File: config.mk
export PLATFORM = sky130hd
export DESIGN_NAME = usb_rx_deser
export DESIGN_NICKNAME = d
export VERILOG_FILES = /design/src/rtl/usb_rx_pkg.sv /design/src/rtl/usb_rx_efifo.sv /design/src/rtl/usb_rx_nrzi.sv /design/src/rtl/usb_rx_ctrl.sv /design/src/rtl/usb_rx_deser.sv
export SDC_FILE = /design/constraint.sdc
export NUM_CORES = 1
export LEC_CHECK = 0
export ABC_AREA = 1
export BUFFER_PORTS_ARGS = -buffer_cell sky130_fd_sc_hd__buf_2
export CAP_MARGIN = 20
export CORE_AREA = 2 2 77 79
export CTS_CLUSTER_SIZE = 24
export DETAILED_ROUTE_END_ITERATION = 16
export DIE_AREA = 0 0 79 81
export GPL_TIMING_DRIVEN = 0
export PLACE_DENSITY = 0.74
export SYNTH_ARGS = -nofsm -noshare
export SYNTH_HDL_FRONTEND = slang
export SYNTH_SLANG_ARGS = --single-unit
File: constraint.sdc
create_clock -name clk -period 2 [get_ports clk]
set_clock_uncertainty 0.2 [all_clocks]
set_input_delay 0.4 -clock clk [delete_from_list [all_inputs] [get_ports clk]]
set_output_delay 0.4 -clock clk [all_outputs]
set_load 0.1 [all_outputs]
File: src/rtl/usb_rx_pkg.sv
`timescale 1ns/1ps
package usb_rx_pkg;

  typedef enum logic [2:0] {
    ST_HUNT,
    ST_PRIME,
    ST_RUN,
    ST_CHK,
    ST_ENDP
  } rx_state_e;

  typedef struct packed {
    logic stuff;
    logic align;
    logic ovr;
    logic udr;
  } rx_err_t;

endpackage

File: src/rtl/usb_rx_efifo.sv
`timescale 1ns/1ps
// Elastic bit FIFO between the sampled line and the decoder (DEPTH a power of two).
module usb_rx_efifo #(
  parameter int DEPTH = 8,
  localparam int AW = $clog2(DEPTH),
  localparam int LW = AW + 1
) (
  input  logic          clk,
  input  logic          rst_n,
  input  logic          wr_en,
  input  logic          wr_bit,
  input  logic          rd_en,
  output logic          rd_bit,
  output logic          empty,
  output logic          full,
  output logic [LW-1:0] level,
  output logic          ovr
);

  logic [DEPTH-1:0] mem_q;
  logic [AW-1:0]    wptr_q, wptr_n, rptr_q, rptr_n;
  logic [LW-1:0]    cnt_q, cnt_n;
  logic             wr_ok, rd_ok;

  assign empty  = (cnt_q == '0);
  assign full   = (cnt_q == LW'(DEPTH));
  assign level  = cnt_q;
  assign rd_bit = mem_q[rptr_q];
  assign wr_ok  = wr_en && (!full || rd_en);
  assign rd_ok  = rd_en && !empty;
  assign ovr    = wr_en && full && !rd_en;

  always_comb begin
    wptr_n = wptr_q;
    rptr_n = rptr_q;
    cnt_n  = cnt_q;
    if (wr_ok) wptr_n = wptr_q + AW'(1);
    if (rd_ok) rptr_n = rptr_q + AW'(1);
    if (wr_ok && !rd_ok)      cnt_n = cnt_q + LW'(1);
    else if (!wr_ok && rd_ok) cnt_n = cnt_q - LW'(1);
  end

  always_ff @(posedge clk or negedge rst_n) begin
    if (!rst_n) begin
      wptr_q <= '0;
      rptr_q <= '0;
      cnt_q  <= '0;
    end else begin
      wptr_q <= wptr_n;
      rptr_q <= rptr_n;
      cnt_q  <= cnt_n;
    end
  end

  // storage needs no reset: it is only read while the count is non-zero
  always_ff @(posedge clk) begin
    if (wr_ok) mem_q[wptr_q] <= wr_bit;
  end

  a_r10_full_holds: assert property (@(posedge clk) disable iff (!rst_n)
    (wr_en && full && !rd_en) |=> full);

  a_r11_no_pop_empty: assert property (@(posedge clk) disable iff (!rst_n)
    rd_en |-> !empty);

endmodule

File: src/rtl/usb_rx_nrzi.sv
`timescale 1ns/1ps
// NRZI decode: an unchanged level is a one, a change is a zero.
module usb_rx_nrzi (
  input  logic clk,
  input  logic rst_n,
  input  logic adv,
  input  logic lvl,
  output logic dbit
);

  logic prev_q, prev_n;

  assign dbit = (lvl == prev_q);

  always_comb begin
    prev_n = adv ? lvl : prev_q;
  end

  always_ff @(posedge clk or negedge rst_n) begin
    if (!rst_n) prev_q <= 1'b1;
    else        prev_q <= prev_n;
  end

endmodule

File: src/rtl/usb_rx_ctrl.sv
`timescale 1ns/1ps
// Preamble hunt, destuffing, byte packing, end detection and link framing.
module usb_rx_ctrl
  import usb_rx_pkg::*;
#(
  parameter int DEPTH      = 8,
  parameter int RD_DIV     = 1,
  parameter int SYNC_ZEROS = 3,
  localparam int LW   = $clog2(DEPTH) + 1,
  localparam int HALF = DEPTH / 2,
  localparam int DW   = (RD_DIV > 1) ? $clog2(RD_DIV) : 1,
  localparam int ZW   = $clog2(SYNC_ZEROS + 1)
) (
  input  logic          clk,
  input  logic          rst_n,
  input  logic          fifo_empty,
  input  logic [LW-1:0] fifo_level,
  input  logic          fifo_ovr,
  input  logic          dbit,
  output logic          pop,
  output logic          dir,
  output logic          nxt,
  output logic [7:0]    data,
  output rx_err_t       err
);

  rx_state_e     state_q, state_n;
  logic [ZW-1:0] zcnt_q, zcnt_n;
  logic [2:0]    ones_q, ones_n, bitc_q, bitc_n;
  logic [7:0]    sh_q, sh_n, pend_q, pend_n, data_q, data_n;
  logic          pend_v_q, pend_v_n, dir_q, dir_n, nxt_q, nxt_n;
  logic [DW-1:0] divc_q, divc_n;
  rx_err_t       err_q, err_n;
  logic          tick, abort;

  assign tick = (divc_q == DW'(RD_DIV - 1));

  always_comb begin
    state_n  = state_q;
    zcnt_n   = zcnt_q;
    ones_n   = ones_q;
    bitc_n   = bitc_q;
    sh_n     = sh_q;
    pend_n   = pend_q;
    pend_v_n = pend_v_q;
    divc_n   = divc_q;
    dir_n    = dir_q;
    data_n   = data_q;
    nxt_n    = 1'b0;
    err_n    = '0;
    pop      = 1'b0;
    abort    = 1'b0;
    case (state_q)
      ST_HUNT: begin
        pop = !fifo_empty;
        if (pop) begin
          if (!dbit) begin
            if (zcnt_q != ZW'(SYNC_ZEROS)) zcnt_n = zcnt_q + ZW'(1);
          end else begin
            zcnt_n = '0;
            if (zcnt_q == ZW'(SYNC_ZEROS)) begin
              state_n  = ST_PRIME;
              dir_n    = 1'b1;
              ones_n   = 3'd1;
              bitc_n   = 3'd0;
              pend_v_n = 1'b0;
            end
          end
        end
      end
      ST_PRIME: begin
        if (fifo_level >= LW'(HALF)) begin
          state_n = ST_RUN;
          divc_n  = '0;
        end
      end
      ST_RUN, ST_CHK: begin
        divc_n = tick ? '0 : divc_q + DW'(1);
        if (tick) begin
          if (fifo_empty) begin
            err_n.udr = 1'b1;
            abort     = 1'b1;
          end else begin
            pop = 1'b1;
            if (state_q == ST_CHK) begin
              err_n.align = dbit;
              err_n.stuff = !dbit;
              abort       = 1'b1;
            end else if (ones_q == 3'd6) begin
              if (!dbit) begin
                ones_n = 3'd0;
              end else if (bitc_q == 3'd7) begin
                state_n  = ST_ENDP;
                pend_v_n = 1'b0;
                if (pend_v_q) begin
                  nxt_n  = 1'b1;
                  data_n = pend_q;
                end
              end else begin
                state_n = ST_CHK;
              end
            end else begin
              sh_n   = {dbit, sh_q[7:1]};
              ones_n = dbit ? ones_q + 3'd1 : 3'd0;
              bitc_n = bitc_q + 3'd1;
              if (bitc_q == 3'd7) begin
                if (pend_v_q) begin
                  nxt_n  = 1'b1;
                  data_n = pend_q;
                end
                pend_n   = {dbit, sh_q[7:1]};
                pend_v_n = 1'b1;
              end
            end
          end
        end
      end
      ST_ENDP: begin
        dir_n   = 1'b0;
        state_n = ST_HUNT;
        zcnt_n  = '0;
      end
      default: state_n = ST_HUNT;
    endcase
    if (fifo_ovr) begin
      err_n     = '0;
      err_n.ovr = 1'b1;
      if (state_q inside {ST_PRIME, ST_RUN, ST_CHK}) abort = 1'b1;
    end
    if (abort) begin
      state_n  = ST_HUNT;
      dir_n    = 1'b0;
      nxt_n    = 1'b0;
      zcnt_n   = '0;
      pend_v_n = 1'b0;
    end
  end

  always_ff @(posedge clk or negedge rst_n) begin
    if (!rst_n) begin
      state_q  <= ST_HUNT;
      zcnt_q   <= '0;
      ones_q   <= '0;
      bitc_q   <= '0;
      sh_q     <= '0;
      pend_q   <= '0;
      pend_v_q <= 1'b0;
      divc_q   <= '0;
      dir_q    <= 1'b0;
      nxt_q    <= 1'b0;
      data_q   <= '0;
      err_q    <= '0;
    end else begin
      state_q  <= state_n;
      zcnt_q   <= zcnt_n;
      ones_q   <= ones_n;
      bitc_q   <= bitc_n;
      sh_q     <= sh_n;
      pend_q   <= pend_n;
      pend_v_q <= pend_v_n;
      divc_q   <= divc_n;
      dir_q    <= dir_n;
      nxt_q    <= nxt_n;
      data_q   <= data_n;
      err_q    <= err_n;
    end
  end

  assign dir  = dir_q;
  assign nxt  = nxt_q;
  assign data = data_q;
  assign err  = err_q;

  a_r6_nxt_inside_dir: assert property (@(posedge clk) disable iff (!rst_n)
    nxt_q |-> dir_q);

  a_r6_no_nxt_on_rise: assert property (@(posedge clk) disable iff (!rst_n)
    $rose(dir_q) |-> !nxt_q);

  a_r8_err_drops_dir: assert property (@(posedge clk) disable iff (!rst_n)
    (err_q.stuff || err_q.align || err_q.udr) |-> !dir_q);

  a_r10_single_err: assert property (@(posedge clk) disable iff (!rst_n)
    $onehot0(err_q));

endmodule

File: src/rtl/usb_rx_deser.sv
`timescale 1ns/1ps
module usb_rx_deser
  import usb_rx_pkg::*;
#(
  parameter int DEPTH      = 8,
  parameter int RD_DIV     = 1,
  parameter int SYNC_ZEROS = 3,
  localparam int LW = $clog2(DEPTH) + 1
) (
  input  logic       clk,
  input  logic       rst_n,
  input  logic       bit_valid,
  input  logic       bit_in,
  output logic       dir,
  output logic       nxt,
  output logic [7:0] data,
  output logic       err_stuff,
  output logic       err_align,
  output logic       err_ovr,
  output logic       err_udr
);

  logic [1:0]    rsync_q;
  logic          rst_core_n;
  logic          pop, fifo_bit, fifo_empty, fifo_full, fifo_ovr, dbit;
  logic [LW-1:0] fifo_level;
  rx_err_t       err;

  always_ff @(posedge clk or negedge rst_n) begin
    if (!rst_n) rsync_q <= 2'b00;
    else        rsync_q <= {rsync_q[0], 1'b1};
  end
  assign rst_core_n = rsync_q[1];

  usb_rx_efifo #(.DEPTH(DEPTH)) u_fifo (
    .clk    (clk),
    .rst_n  (rst_core_n),
    .wr_en  (bit_valid),
    .wr_bit (bit_in),
    .rd_en  (pop),
    .rd_bit (fifo_bit),
    .empty  (fifo_empty),
    .full   (fifo_full),
    .level  (fifo_level),
    .ovr    (fifo_ovr)
  );

  usb_rx_nrzi u_nrzi (
    .clk   (clk),
    .rst_n (rst_core_n),
    .adv   (pop),
    .lvl   (fifo_bit),
    .dbit  (dbit)
  );

  usb_rx_ctrl #(.DEPTH(DEPTH), .RD_DIV(RD_DIV), .SYNC_ZEROS(SYNC_ZEROS)) u_ctrl (
    .clk        (clk),
    .rst_n      (rst_core_n),
    .fifo_empty (fifo_empty),
    .fifo_level (fifo_level),
    .fifo_ovr   (fifo_ovr),
    .dbit       (dbit),
    .pop        (pop),
    .dir        (dir),
    .nxt        (nxt),
    .data       (data),
    .err        (err)
  );

  assign err_stuff = err.stuff;
  assign err_align = err.align;
  assign err_ovr   = err.ovr;
  assign err_udr   = err.udr;

  a_r10_ovr_needs_full: assert property (@(posedge clk) disable iff (!rst_core_n)
    fifo_ovr |-> fifo_full);

endmodule

==> results by group, run 1 <==
Outcome
  • Status: finished, violations left
  • Failing checks: setup timing

Critical path
  • Worst Setup Start Kind: register
  • Crit end category: register
  • Reg2reg path depth: 8
  • Crit path kind: register to register
  • FF-to-FF setup slack: -0.21 ns
  • Worst flop-to-flop path startpoint: u_ctrl.state_q[0]$_DFFE_PN0P_
  • Critical Path RT: 2.04 ns
  • R2R Path End: u_fifo.level[1]$_DFFE_PN0P_
  • Critical-path maximum fanout: 3
  • Worst EP arrival: 2.25 ns

Synth
  • Seq/Total Area, Yosys: 0.5390
  • Most common cell in the netlist: nand2_1
  • Main synth FF type: dfrtp_1
  • Post-synth top cells: 88 x nand2_1, 53 x dfrtp_1, 35 x inv_1, 29 x nor2_1, 21 x o21ai_0
  • Async set-or-reset flop fraction in the synthesized netlist: 0.8710
  • Synth area leader: dfrtp_1
  • Largest cells by area after synthesis: dfrtp_1 45%, nand2_1 11%, edfxtp_1 8.1%, inv_1 4.4%, ha_1 4.2%
  • Syn nets: 344
  • Synthesized area per cell: 8.983 sq um
  • Synth Cell Area: slightly below 3000 sq um
  • Yosys warnings: 0
  • Synth unique cells: 36
  • EDFF count, synth: 8
  • Syn Inst Count: 329
  • Post-synth top area share: 0.4488
  • Flip-flop and latch count after synthesis: 62

Power and ir drop
  • PnR Total Power: approximately 6.2 mW
  • Seq pwr share: 0.309
  • Clock power share: 0.178
  • Pwr/cell area: 1628 nW/um^2
  • Internal Pwr Total: between 3 and 4 mW
  • Comb pwr share: 0.512
  • Leak: 1.929 nW
  • Peak VDD IR: between 0.8 and 0.9 mV
  • Net Sw Frac: 0.4435
  • NetSw: 2.768 mW

Timing
  • Fin. Hold Viols: 0
  • Worst-Margin Slew: around 0.62 ns
  • Unrepaired setup endpoints after global routing: true
  • Final Cycle Share: 1.107
  • Max frequency: around 450 MHz
  • Pins Over Slew Limit: 0
  • Post-layout min period: 2.215 ns
  • Setup WS post-layout: -0.2147 ns
  • Final setup violating endpoints: 4
  • Max_slew headroom: 0.5849
  • WHS: ~0.084 ns

GRT
  • GR Util All Layers: 0.2065
  • First-pass GRT wire length: a little over 10000 um
  • Initial antenna violation count: 0
  • Gr ovfl total: 0
  • Pin count of the biggest net entering global routing: 28
  • Vias in the first global route: 2319

Routing
  • Drt via density: 5.128
  • # DRC: 0
  • Final wirelength: 6574 um
  • Routed Antenna Nets: 0
  • Initial DRC Count: approximately 150
  • WL per Instance: 13.99 um
  • Via Count: between 2k and 2.5k
  • 1st-pass router iterations: 5

Place
  • Port bufs: 17
  • HPWL after DPL: 3659 um
  • Placed cell count: between 400 and 500
  • Placer congestion estimate: 0.7902

Cells and area
  • Layout area overhead: 29.76%
  • Layout Nets: just over 400
  • Fillers: between 400 and 500
  • N_diodes: 0
  • Share of cells above drive strength 1: 0.3342
  • Non-Filler Instances: between 400 and 500

Clocking
  • CTS Buf Count: 9
  • Insertion delay to the later sink of the worst-skew pair: between 0.3 and 0.4 ns
  • Clock tree from TritonCTS: done
  • Clk sinks: 62
  • Root buf cell: clkbuf_8
  • Clock Pin Slew Worst Setup and Hold Paths: ~0.08 ns
  • Clock Tree Buf Depth: 2
  • H-Tree Depth: 3

Die
  • Ports: 18
  • Die width: just under 80 um
  • # rows: 28
  • Die area: ~6400 sq um
  • Die Ht: approximately 81 um
  • Core footprint: between 5000 and 6000 sq um
  • Initial core utilization: 0.5207

Flow run
  • Max-cap check violation count: 0

Worst hold path
  • Hold/Removal Path Class: register to async pin
final cells by class:
cell class	count	area, sq um	share of cell area
repair buffers	50	367.9	0.09592
flip-flops and latches	62	1600	0.4173
plain buffers	2	12.51	0.003263
inverters	42	167.7	0.04372
well taps	75	93.84	0.02447
clock buffers	9	123.9	0.03230
clock inverters	7	73.82	0.01925
multi-input cells	223	1395	0.3638
flip-flops by register name, summed over array words and instances (netlist names), 2 cells and up:
signal and count:
rsync_q 2, u_ctrl.ones_q 3, u_ctrl.state_q 3, u_ctrl.err 4, u_ctrl.zcnt_q 2, u_ctrl.pend_q 8, u_fifo.mem_q 8, u_ctrl.sh_q 7
u_fifo.wptr_q 3, u_ctrl.data 8, u_fifo.level 4, u_fifo.rptr_q 3, u_ctrl.bitc_q 3
worst max-delay path by stage:
stage	endpoint	slack [ns]	startpoint
2_1_floorplan	u_fifo.level[3]$_DFFE_PN0P_	-0.24	u_ctrl.state_q[1]$_DFFE_PN0P_
3_3_place_gp	u_fifo.level[1]$_DFFE_PN0P_	-0.57	rsync_q[1]$_DFF_PN0_
3_5_place_dp	u_fifo.level[3]$_DFFE_PN0P_	-0.42	u_fifo.level[2]$_DFFE_PN0P_
4_1_cts	u_fifo.level[3]$_DFFE_PN0P_	-0.19	u_fifo.level[0]$_DFFE_PN0P_
5_1_grt	u_fifo.level[3]$_DFFE_PN0P_	-0.30	u_fifo.level[3]$_DFFE_PN0P_
6_report	u_fifo.level[1]$_DFFE_PN0P_	-0.21	u_ctrl.state_q[0]$_DFFE_PN0P_
critical path, stage by stage, from the launching register on:
cell and delay, ns:
dfrtp_1 0.42, a21oi_4 0.25, o21ai_2 0.11, inv_2 0.08, ha_4 0.14, inv_4 0.04, buf_4 0.12, fa_1 0.46
mux2_4 0.28
metrics by stage:
step / setup TNS, ns / setup WS, ns / area [sq um] / util
floorplan: -0.3396 / -0.2412 / 2994 / -
global placement: -21.36 / -0.5697 / 3173 / 0.5591
detailed placement: -1.079 / -0.4226 / 3194 / 0.5628
CTS: -0.6674 / -0.1892 / 3608 / 0.6358
global route: -1.587 / -0.3023 / 3835 / 0.6757
finish: -0.5590 / -0.2147 / 3835 / 0.6757
layer usage:
layer,vias to the layer above,global-route usage,share of wire
li1,1186,-,-
met1,1151,0.2562,0.43
met4,0,0.1190,0.022
met5,-,0,0
met2,58,0.3229,0.50
met3,15,0.06222,0.045
cells by family (layout without fill, tap and decap cells):
| family | Yosys count | after routing | synth area share |
|---|---|---|---|
| and+or+nand+nor | 160 | 160 | 0.2417 |
| adders and majority gates | 11 | 11 | 0.04911 |
| xor gates and xnor gates | 7 | 7 | 0.02075 |
| AOI/OAI and AO/OA | 43 | 43 | 0.08680 |
| muxes | 1 | 1 | 0.003810 |
| other | 1 | 1 | 0.001269 |
| DFF | 62 | 62 | 0.5390 |
| buffers and inverters | 44 | 110 | 0.05758 |
power groups by stage:
stage / clock (mW) / combinational [mW] / sequential, mW
after global routing: 1.18 / 3.53 / 1.98
after detailed placement: 0 / 2.33 / 1.97
after floorplan: 0 / 1.67 / 2.15
after CTS: 1.13 / 2.65 / 1.91
final: 1.11 / 3.20 / 1.93
after global placement: 0 / 2.24 / 1.96
timing repair:
| item | in CTS | in global routing |
|---|---|---|
| endpoints found under the hold margin | 2 | 0 |
| setup endpoints to repair | 13 | 44 |
| setup buffers | 22 | 11 |
| gates resized for setup | 13 | 39 |
| pin swaps | 14 | 10 |
| hold buffers | 1 | 0 |
| cloned | 0 | 0 |
placed cells by master, fill, tap and decap left out, types with 3 or more instances in the layout:
cell	netlist	routed
nor3_1	3	3
a21oi_1	5	3
edfxtp_1	8	8
buf_4	0	28
nor2_1	29	23
nand3_1	20	15
nand3_2	2	6
a21oi_2	3	3
buf_2	2	18
dfrtp_2	0	6
clkbuf_8	0	9
xor2_1	5	5
o21ai_0	21	17
inv_1	35	31
nand2_2	7	8
nor2_4	0	5
ha_1	10	8
nand2_4	2	8
a21oi_4	1	3
nand2_1	88	80
inv_4	1	4
inv_2	6	7
nor2_2	2	3
o21ai_1	8	11
dfrtp_1	53	47
Power figures use the tool's default switching activity.
==> inputs of run 2 (changes only) <==
REMOVE_ABC_BUFFERS = 1   (was not set)
==> results by group, run 2 (synthesis results as in run 1) <==
Critical path
  • Crit path kind: register to register (unchanged)
  • Worst path cell trace: nor2_4, nand2_2, o21ai_2, inv_2, ha_4, inv_4, ha_4, a21o_1, a21oi_2, nor2_1, nor2_1, nand2_1, xor2_1 (was a21oi_4, o21ai_2, inv_2, ha_4, inv_4, buf_4, fa_1, mux2_4)
  • Worst Setup Start Kind: register (unchanged)
  • FF-to-FF setup slack: -0.35 ns (was -0.21 ns)
  • Reg2reg path depth: 13 (was 8)
  • CP max-delay cell: dfrtp_1 (was fa_1)
  • Worst setup endpoint: u_fifo.level[3]$_DFFE_PN0P_ (was u_fifo.level[1]$_DFFE_PN0P_)
  • CP startpoint: u_fifo.level[2]$_DFFE_PN0P_ (was u_ctrl.state_q[0]$_DFFE_PN0P_)
  • Critical-path maximum fanout: 3 (unchanged)
  • Crit end category: register (unchanged)
  • R2R Path End: u_fifo.level[3]$_DFFE_PN0P_ (was u_fifo.level[1]$_DFFE_PN0P_)
  • Critical Path RT: 2.03 ns (was 2.04 ns)
  • Worst EP arrival: 2.38 ns (was 2.25 ns)
  • Max incr delay on CP: 0.43 ns (was 0.46 ns)
  • Worst flop-to-flop path startpoint: u_fifo.level[2]$_DFFE_PN0P_ (was u_ctrl.state_q[0]$_DFFE_PN0P_)

Place
  • Port bufs: 17 (unchanged)
  • HPWL after DPL: 3588 um (was 3659 um)
  • Placed cell count: 420 (was 422)
  • Placer congestion estimate: 0.8638 (was 0.7902)

Cells and area
  • Fillers: 402 (was 415)
  • Share of cells above drive strength 1: 0.3426 (was 0.3342)
  • Non-Filler Instances: 472 (was 470)
  • Layout area overhead: 33.40% (was 29.76%)
  • Layout Nets: 407 (was 405)
  • N_diodes: 0 (unchanged)
  • Commonest non-fill, non-tap cell in the layout: nand2_1 (unchanged)
  • Highest-count cells in the layout ignoring fill and taps: 80 x nand2_1, 49 x dfrtp_1, 31 x inv_1, 30 x buf_4, 22 x nor2_1 (was 80 x nand2_1, 47 x dfrtp_1, 31 x inv_1, 28 x buf_4, 23 x nor2_1)

Clocking
  • Insertion delay to the later sink of the worst-skew pair: 0.34 ns (was 0.35 ns)
  • Root buf cell: clkbuf_8 (unchanged)
  • Clock Tree Buf Depth: 2 (unchanged)
  • Clock Pin Slew Worst Setup and Hold Paths: 0.07 ns (was 0.08 ns)
  • Clock tree from TritonCTS: done (unchanged)
  • CTS Buf Count: 9 (unchanged)
  • H-Tree Depth: 3 (unchanged)
  • Clk sinks: 62 (unchanged)

Routing
  • Initial DRC Count: 202 (was 154)
  • 1st-pass router iterations: 5 (unchanged)
  • Drt via density: 5.246 (was 5.128)
  • # DRC: 0 (unchanged)
  • Final wirelength: 6646 um (was 6574 um)
  • Routed Antenna Nets: 0 (unchanged)
  • Via Count: 2476 (was 2410)
  • WL per Instance: 14.08 um (was 13.99 um)

GRT
  • Gr ovfl total: 0 (unchanged)
  • First-pass GRT wire length: 9860 um (was 10090 um)
  • GR Util All Layers: 0.2009 (was 0.2065)
  • Vias in the first global route: 2203 (was 2319)
  • Initial antenna violation count: 0 (unchanged)
  • Pin count of the biggest net entering global routing: 35 (was 28)

Power and ir drop
  • Leak: 1.956 nW (was 1.929 nW)
  • Peak VDD IR: 0.9624 mV (was 0.8346 mV)
  • Pwr/cell area: 1694 nW/um^2 (was 1628 nW/um^2)
  • PnR Total Power: 6.677 mW (was 6.242 mW)

Die
  • Ports: 18 (unchanged)
  • Die Ht: 81 um (unchanged)
  • Core footprint: 5675 sq um (unchanged)
  • Die width: 79 um (unchanged)
  • Die area: 6399 sq um (unchanged)
  • # rows: 28 (unchanged)
  • Initial core utilization: 0.5207 (unchanged)

Worst hold path
  • Hold/Removal Path Class: register to async pin (unchanged)

Timing
  • Max frequency: 425.3 MHz (was 451.5 MHz)
  • Final Cycle Share: 1.176 (was 1.107)
  • Fin. Hold Viols: 0 (unchanged)
  • Setup WS post-layout: -0.3513 ns (was -0.2147 ns)
  • Post-layout min period: 2.351 ns (was 2.215 ns)
  • Unrepaired setup endpoints after global routing: true (unchanged)
  • WHS: 0.01724 ns (was 0.08440 ns)
  • Pins Over Slew Limit: 0 (unchanged)
  • Final setup violating endpoints: 3 (was 4)

Outcome
  • Failing checks: setup timing (unchanged)
  • Status: finished, violations left (unchanged)

Flow run
  • Max-cap check violation count: 0 (unchanged)
-- run 2: cell type report --
cell class / instances / area, sq um / area share
clock buffers: 10 / 148.9 / 0.03777
clock inverters: 6 / 92.59 / 0.02348
inverters: 42 / 165.2 / 0.04189
multi-input cells: 223 / 1435 / 0.3640
flip-flops and latches: 62 / 1598 / 0.4053
well taps: 75 / 93.84 / 0.02380
repair buffers: 54 / 409.1 / 0.1038
-- run 2: timing repair --
action	CTS	global route
setup endpoints to repair	22	35
resized for setup	28	40
gates cloned	0	0
pin swaps	18	16
hold buffers	1	0
buffers inserted	26	11
endpoints found under the hold margin	2	0
-- run 2: worst min-delay path by stage --
stage / startpoint / end / cells past startpoint
after floorplan: rst_n / rsync_q[0]$_DFF_PN0_ / 0
after global placement: rst_n / rsync_q[0]$_DFF_PN0_ / 1
after detailed placement: rst_n / rsync_q[0]$_DFF_PN0_ / 1
after CTS: rsync_q[1]$_DFF_PN0_ / u_ctrl.bitc_q[1]$_DFFE_PN0P_ / 0
after global routing: rsync_q[1]$_DFF_PN0_ / u_ctrl.bitc_q[1]$_DFFE_PN0P_ / 0
final: rsync_q[1]$_DFF_PN0_ / u_ctrl.bitc_q[2]$_DFFE_PN0P_ / 0
-- run 2: metal layers --
layer | track usage | wire length, um
met1 | 0.2645 | 2771
met2 | 0.3127 | 3403
met3 | 0.04333 | 315
met4 | 0.1086 | 155
met5 | 0 | 0
-- run 2: through the flow --
stage          setup slack (ns)    util  TNS [ns]  instance area (sq um)
5_1_grt                 -0.4101  0.6947    -1.134                   3943
3_3_place_gp            -0.6759  0.5505    -23.40                   3124
6_report                -0.3513  0.6947   -0.7140                   3943
4_1_cts                 -0.2153  0.6517   -0.5828                   3699
2_1_floorplan           -0.4802       -   -0.8638                   2945
3_5_place_dp            -0.7518  0.5542    -3.730                   3146
-- run 2: where the power goes --
group,internal [mW],switching (mW),total (mW)
logic,1.37,2.06,3.43
registers,1.67,0.273,1.94
clock network,0.781,0.530,1.31
-- run 2: worst max-delay path, delay by kind of cell, from the launching register on --
family | cells | cell delay, ns
AOI/OAI and AO/OA | 3 | 0.49
xor gates and xnor gates | 1 | 0.15
DFF | 1 | 0.43
adders and majority gates | 2 | 0.36
and+or+nand+nor | 5 | 0.48
buffers and inverters | 2 | 0.13
==> inputs of run 3 (changes only) <==
REMOVE_ABC_BUFFERS = not set   (was 1)
SLEW_MARGIN = 20   (was not set)
clock period = 2.6 ns   (was 2 ns; I/O delays follow)
==> results by group, run 3 (synthesis results as in run 1) <==
Outcome
  • Status: finished clean (was finished, violations left)

Routing
  • Drt via density: 5.093 (was 5.246)
  • Via Count: 2256 (was 2476)
  • Final wirelength: 5670 um (was 6646 um)
  • # DRC: 0 (unchanged)
  • Routed Antenna Nets: 0 (unchanged)
  • WL per Instance: 12.80 um (was 14.08 um)
  • Initial DRC Count: 162 (was 202)
  • 1st-pass router iterations: 4 (was 5)

GRT
  • Global Route met3 Usage: 0.04778 (was 0.04333)
  • GR Util All Layers: 0.1960 (was 0.2009)
  • GR met2 Demand/Resource: 0.3136 (was 0.3127)
  • First-pass GRT wire length: 9556 um (was 9860 um)
  • M1 GR Usage: 0.2454 (was 0.2645)
  • Pin count of the biggest net entering global routing: 53 (was 35)
  • Gr ovfl total: 0 (unchanged)
  • Initial antenna violation count: 0 (unchanged)
  • Vias in the first global route: 2194 (was 2203)
  • Gr busiest metal: met2 (unchanged)

Die
  • Die area: 6399 sq um (unchanged)
  • Initial core utilization: 0.5207 (unchanged)
  • Die Ht: 81 um (unchanged)
  • Die width: 79 um (unchanged)
  • Core footprint: 5675 sq um (unchanged)
  • Ports: 18 (unchanged)
  • # rows: 28 (unchanged)

Timing
  • Pins Over Slew Limit: 0 (unchanged)
  • Max frequency: 408.4 MHz (was 425.3 MHz)
  • Max_slew headroom: 0.5604
  • Final Cycle Share: 0.9417 (was 1.176)
  • TNS Setup: 0 ns (was -0.7140 ns)
  • WHS: 0.1533 ns (was 0.01724 ns)
  • Final setup violating endpoints: 0 (was 3)
  • Worst-Margin Slew: roughly 0.66 ns
  • Setup WS post-layout: 0.1517 ns (was -0.3513 ns)
  • Fin. Hold Viols: 0 (unchanged)
  • Post-layout min period: 2.448 ns (was 2.351 ns)

Cells and area
  • Layout area overhead: 17.40% (was 33.40%)
  • Final Cell Area: 3470 sq um (was 3943 sq um)
  • Layout Nets: 378 (was 407)
  • Non-Filler Instances: 443 (was 472)
  • N_diodes: 0 (unchanged)
  • Highest-count cells in the layout ignoring fill and taps: 88 x nand2_1, 48 x dfrtp_1, 34 x inv_1, 27 x nor2_1 (was 80 x nand2_1, 49 x dfrtp_1, 31 x inv_1, 30 x buf_4, 22 x nor2_1)
  • Share of cells above drive strength 1: 0.2201 (was 0.3426)
  • Fillers: 494 (was 402)
  • Commonest non-fill, non-tap cell in the layout: nand2_1 (unchanged)
  • Core Util, Final: 0.6113 (was 0.6947)

Clocking
  • Clock Pin Slew Worst Setup and Hold Paths: 0.08 ns (was 0.07 ns)
  • H-Tree Depth: 3 (unchanged)
  • Clock tree from TritonCTS: done (unchanged)
  • Insertion delay to the later sink of the worst-skew pair: 0.35 ns (was 0.34 ns)
  • Clock Tree Buf Depth: 2 (unchanged)
  • CTS Buf Count: 9 (unchanged)
  • Root buf cell: clkbuf_8 (unchanged)
  • Clk sinks: 62 (unchanged)

Power and ir drop
  • PnR Total Power: 4.452 mW (was 6.677 mW)
  • Pwr/cell area: 1283 nW/um^2 (was 1694 nW/um^2)
  • Peak VDD IR: 0.6228 mV (was 0.9624 mV)
  • Leak: 1.767 nW (was 1.956 nW)

Critical path
  • Worst EP arrival: 2.48 ns (was 2.38 ns)
  • Critical-path maximum fanout: 5 (was 3)
  • Worst Setup Start Kind: register (unchanged)
  • Crit end category: register (unchanged)
  • Critical Path RT: 2.63 ns (was 2.03 ns)
  • Crit path kind: register to register (unchanged)

Place
  • Post-placement cell area: 3138 sq um (was 3146 sq um)
  • Post-place setup slack: -0.09046 ns (was -0.7518 ns)
  • HPWL after DPL: 3659 um (was 3588 um)
  • Port bufs: 17 (unchanged)
  • Placer congestion estimate: 0.7939 (was 0.8638)
  • Placed cell count: 421 (was 420)

Flow run
  • Max-cap check violation count: 0 (unchanged)

Worst hold path
  • Hold/Removal Path Class: register to register (was register to async pin)
[run 3: final cells by class]
cell class                 instances  area, sq um  area share
sequential                        62         1602      0.4616
multi-input combinational        223         1209      0.3484
inverter                          42        160.2     0.04616
clock buffer                      10        148.9     0.04291
timing repair buffer              23        132.6     0.03823
clock inverter                     6        113.9     0.03282
tap                               75        93.84     0.02705
buffer                             2        10.01    0.002885
[run 3: metal layers]
layer,up-vias,share of wire
li1,1129,-
met1,1069,0.47
met2,48,0.47
met3,10,0.039
met4,0,0.023
met5,-,0
[run 3: final timing paths]
check / from / to / slack, ns / cells after the start
min reg2reg: rsync_q[0]$_DFF_PN0_ / rsync_q[1]$_DFF_PN0_ / 0.15 / 0
max in group asynchronous: rsync_q[1]$_DFF_PN0_ / u_ctrl.state_q[1]$_DFFE_PN0P_ / 1.56 / 0
min in group asynchronous: rsync_q[1]$_DFF_PN0_ / u_ctrl.pend_q[1]$_DFFE_PN0P_ / 0.17 / 0
min: rsync_q[0]$_DFF_PN0_ / rsync_q[1]$_DFF_PN0_ / 0.15 / 0
max reg2reg: u_fifo.level[0]$_DFFE_PN0P_ / u_fifo.level[3]$_DFFE_PN0P_ / 0.15 / 13
max: u_fifo.level[0]$_DFFE_PN0P_ / u_fifo.level[3]$_DFFE_PN0P_ / 0.15 / 13
[run 3: worst max-delay path, stage by stage, from the launching register on]
cell and delay, ns:
dfrtp_2 0.42, nor2_2 0.14, nand2_1 0.10, o21ai_2 0.18, inv_1 0.11, ha_2 0.21, inv_2 0.08, ha_1 0.22
a21o_1 0.18, a21oi_1 0.16, nor2_1 0.06, nor2_1 0.08, nand2_1 0.06, xor2_1 0.14
[run 3: what timing repair did]
action                                 CTS  global route
endpoints found under the hold margin    2             0
hold buffers                             1             0
pin swaps                                0             1
gates resized for setup                  3             8
setup buffers                            0             5
setup endpoints to repair                1             1
[run 3: power breakdown]
group	internal (mW)	switching, mW
registers	1.29	0.224
logic	0.618	1.22
clock network	0.700	0.404
total	2.60	1.85
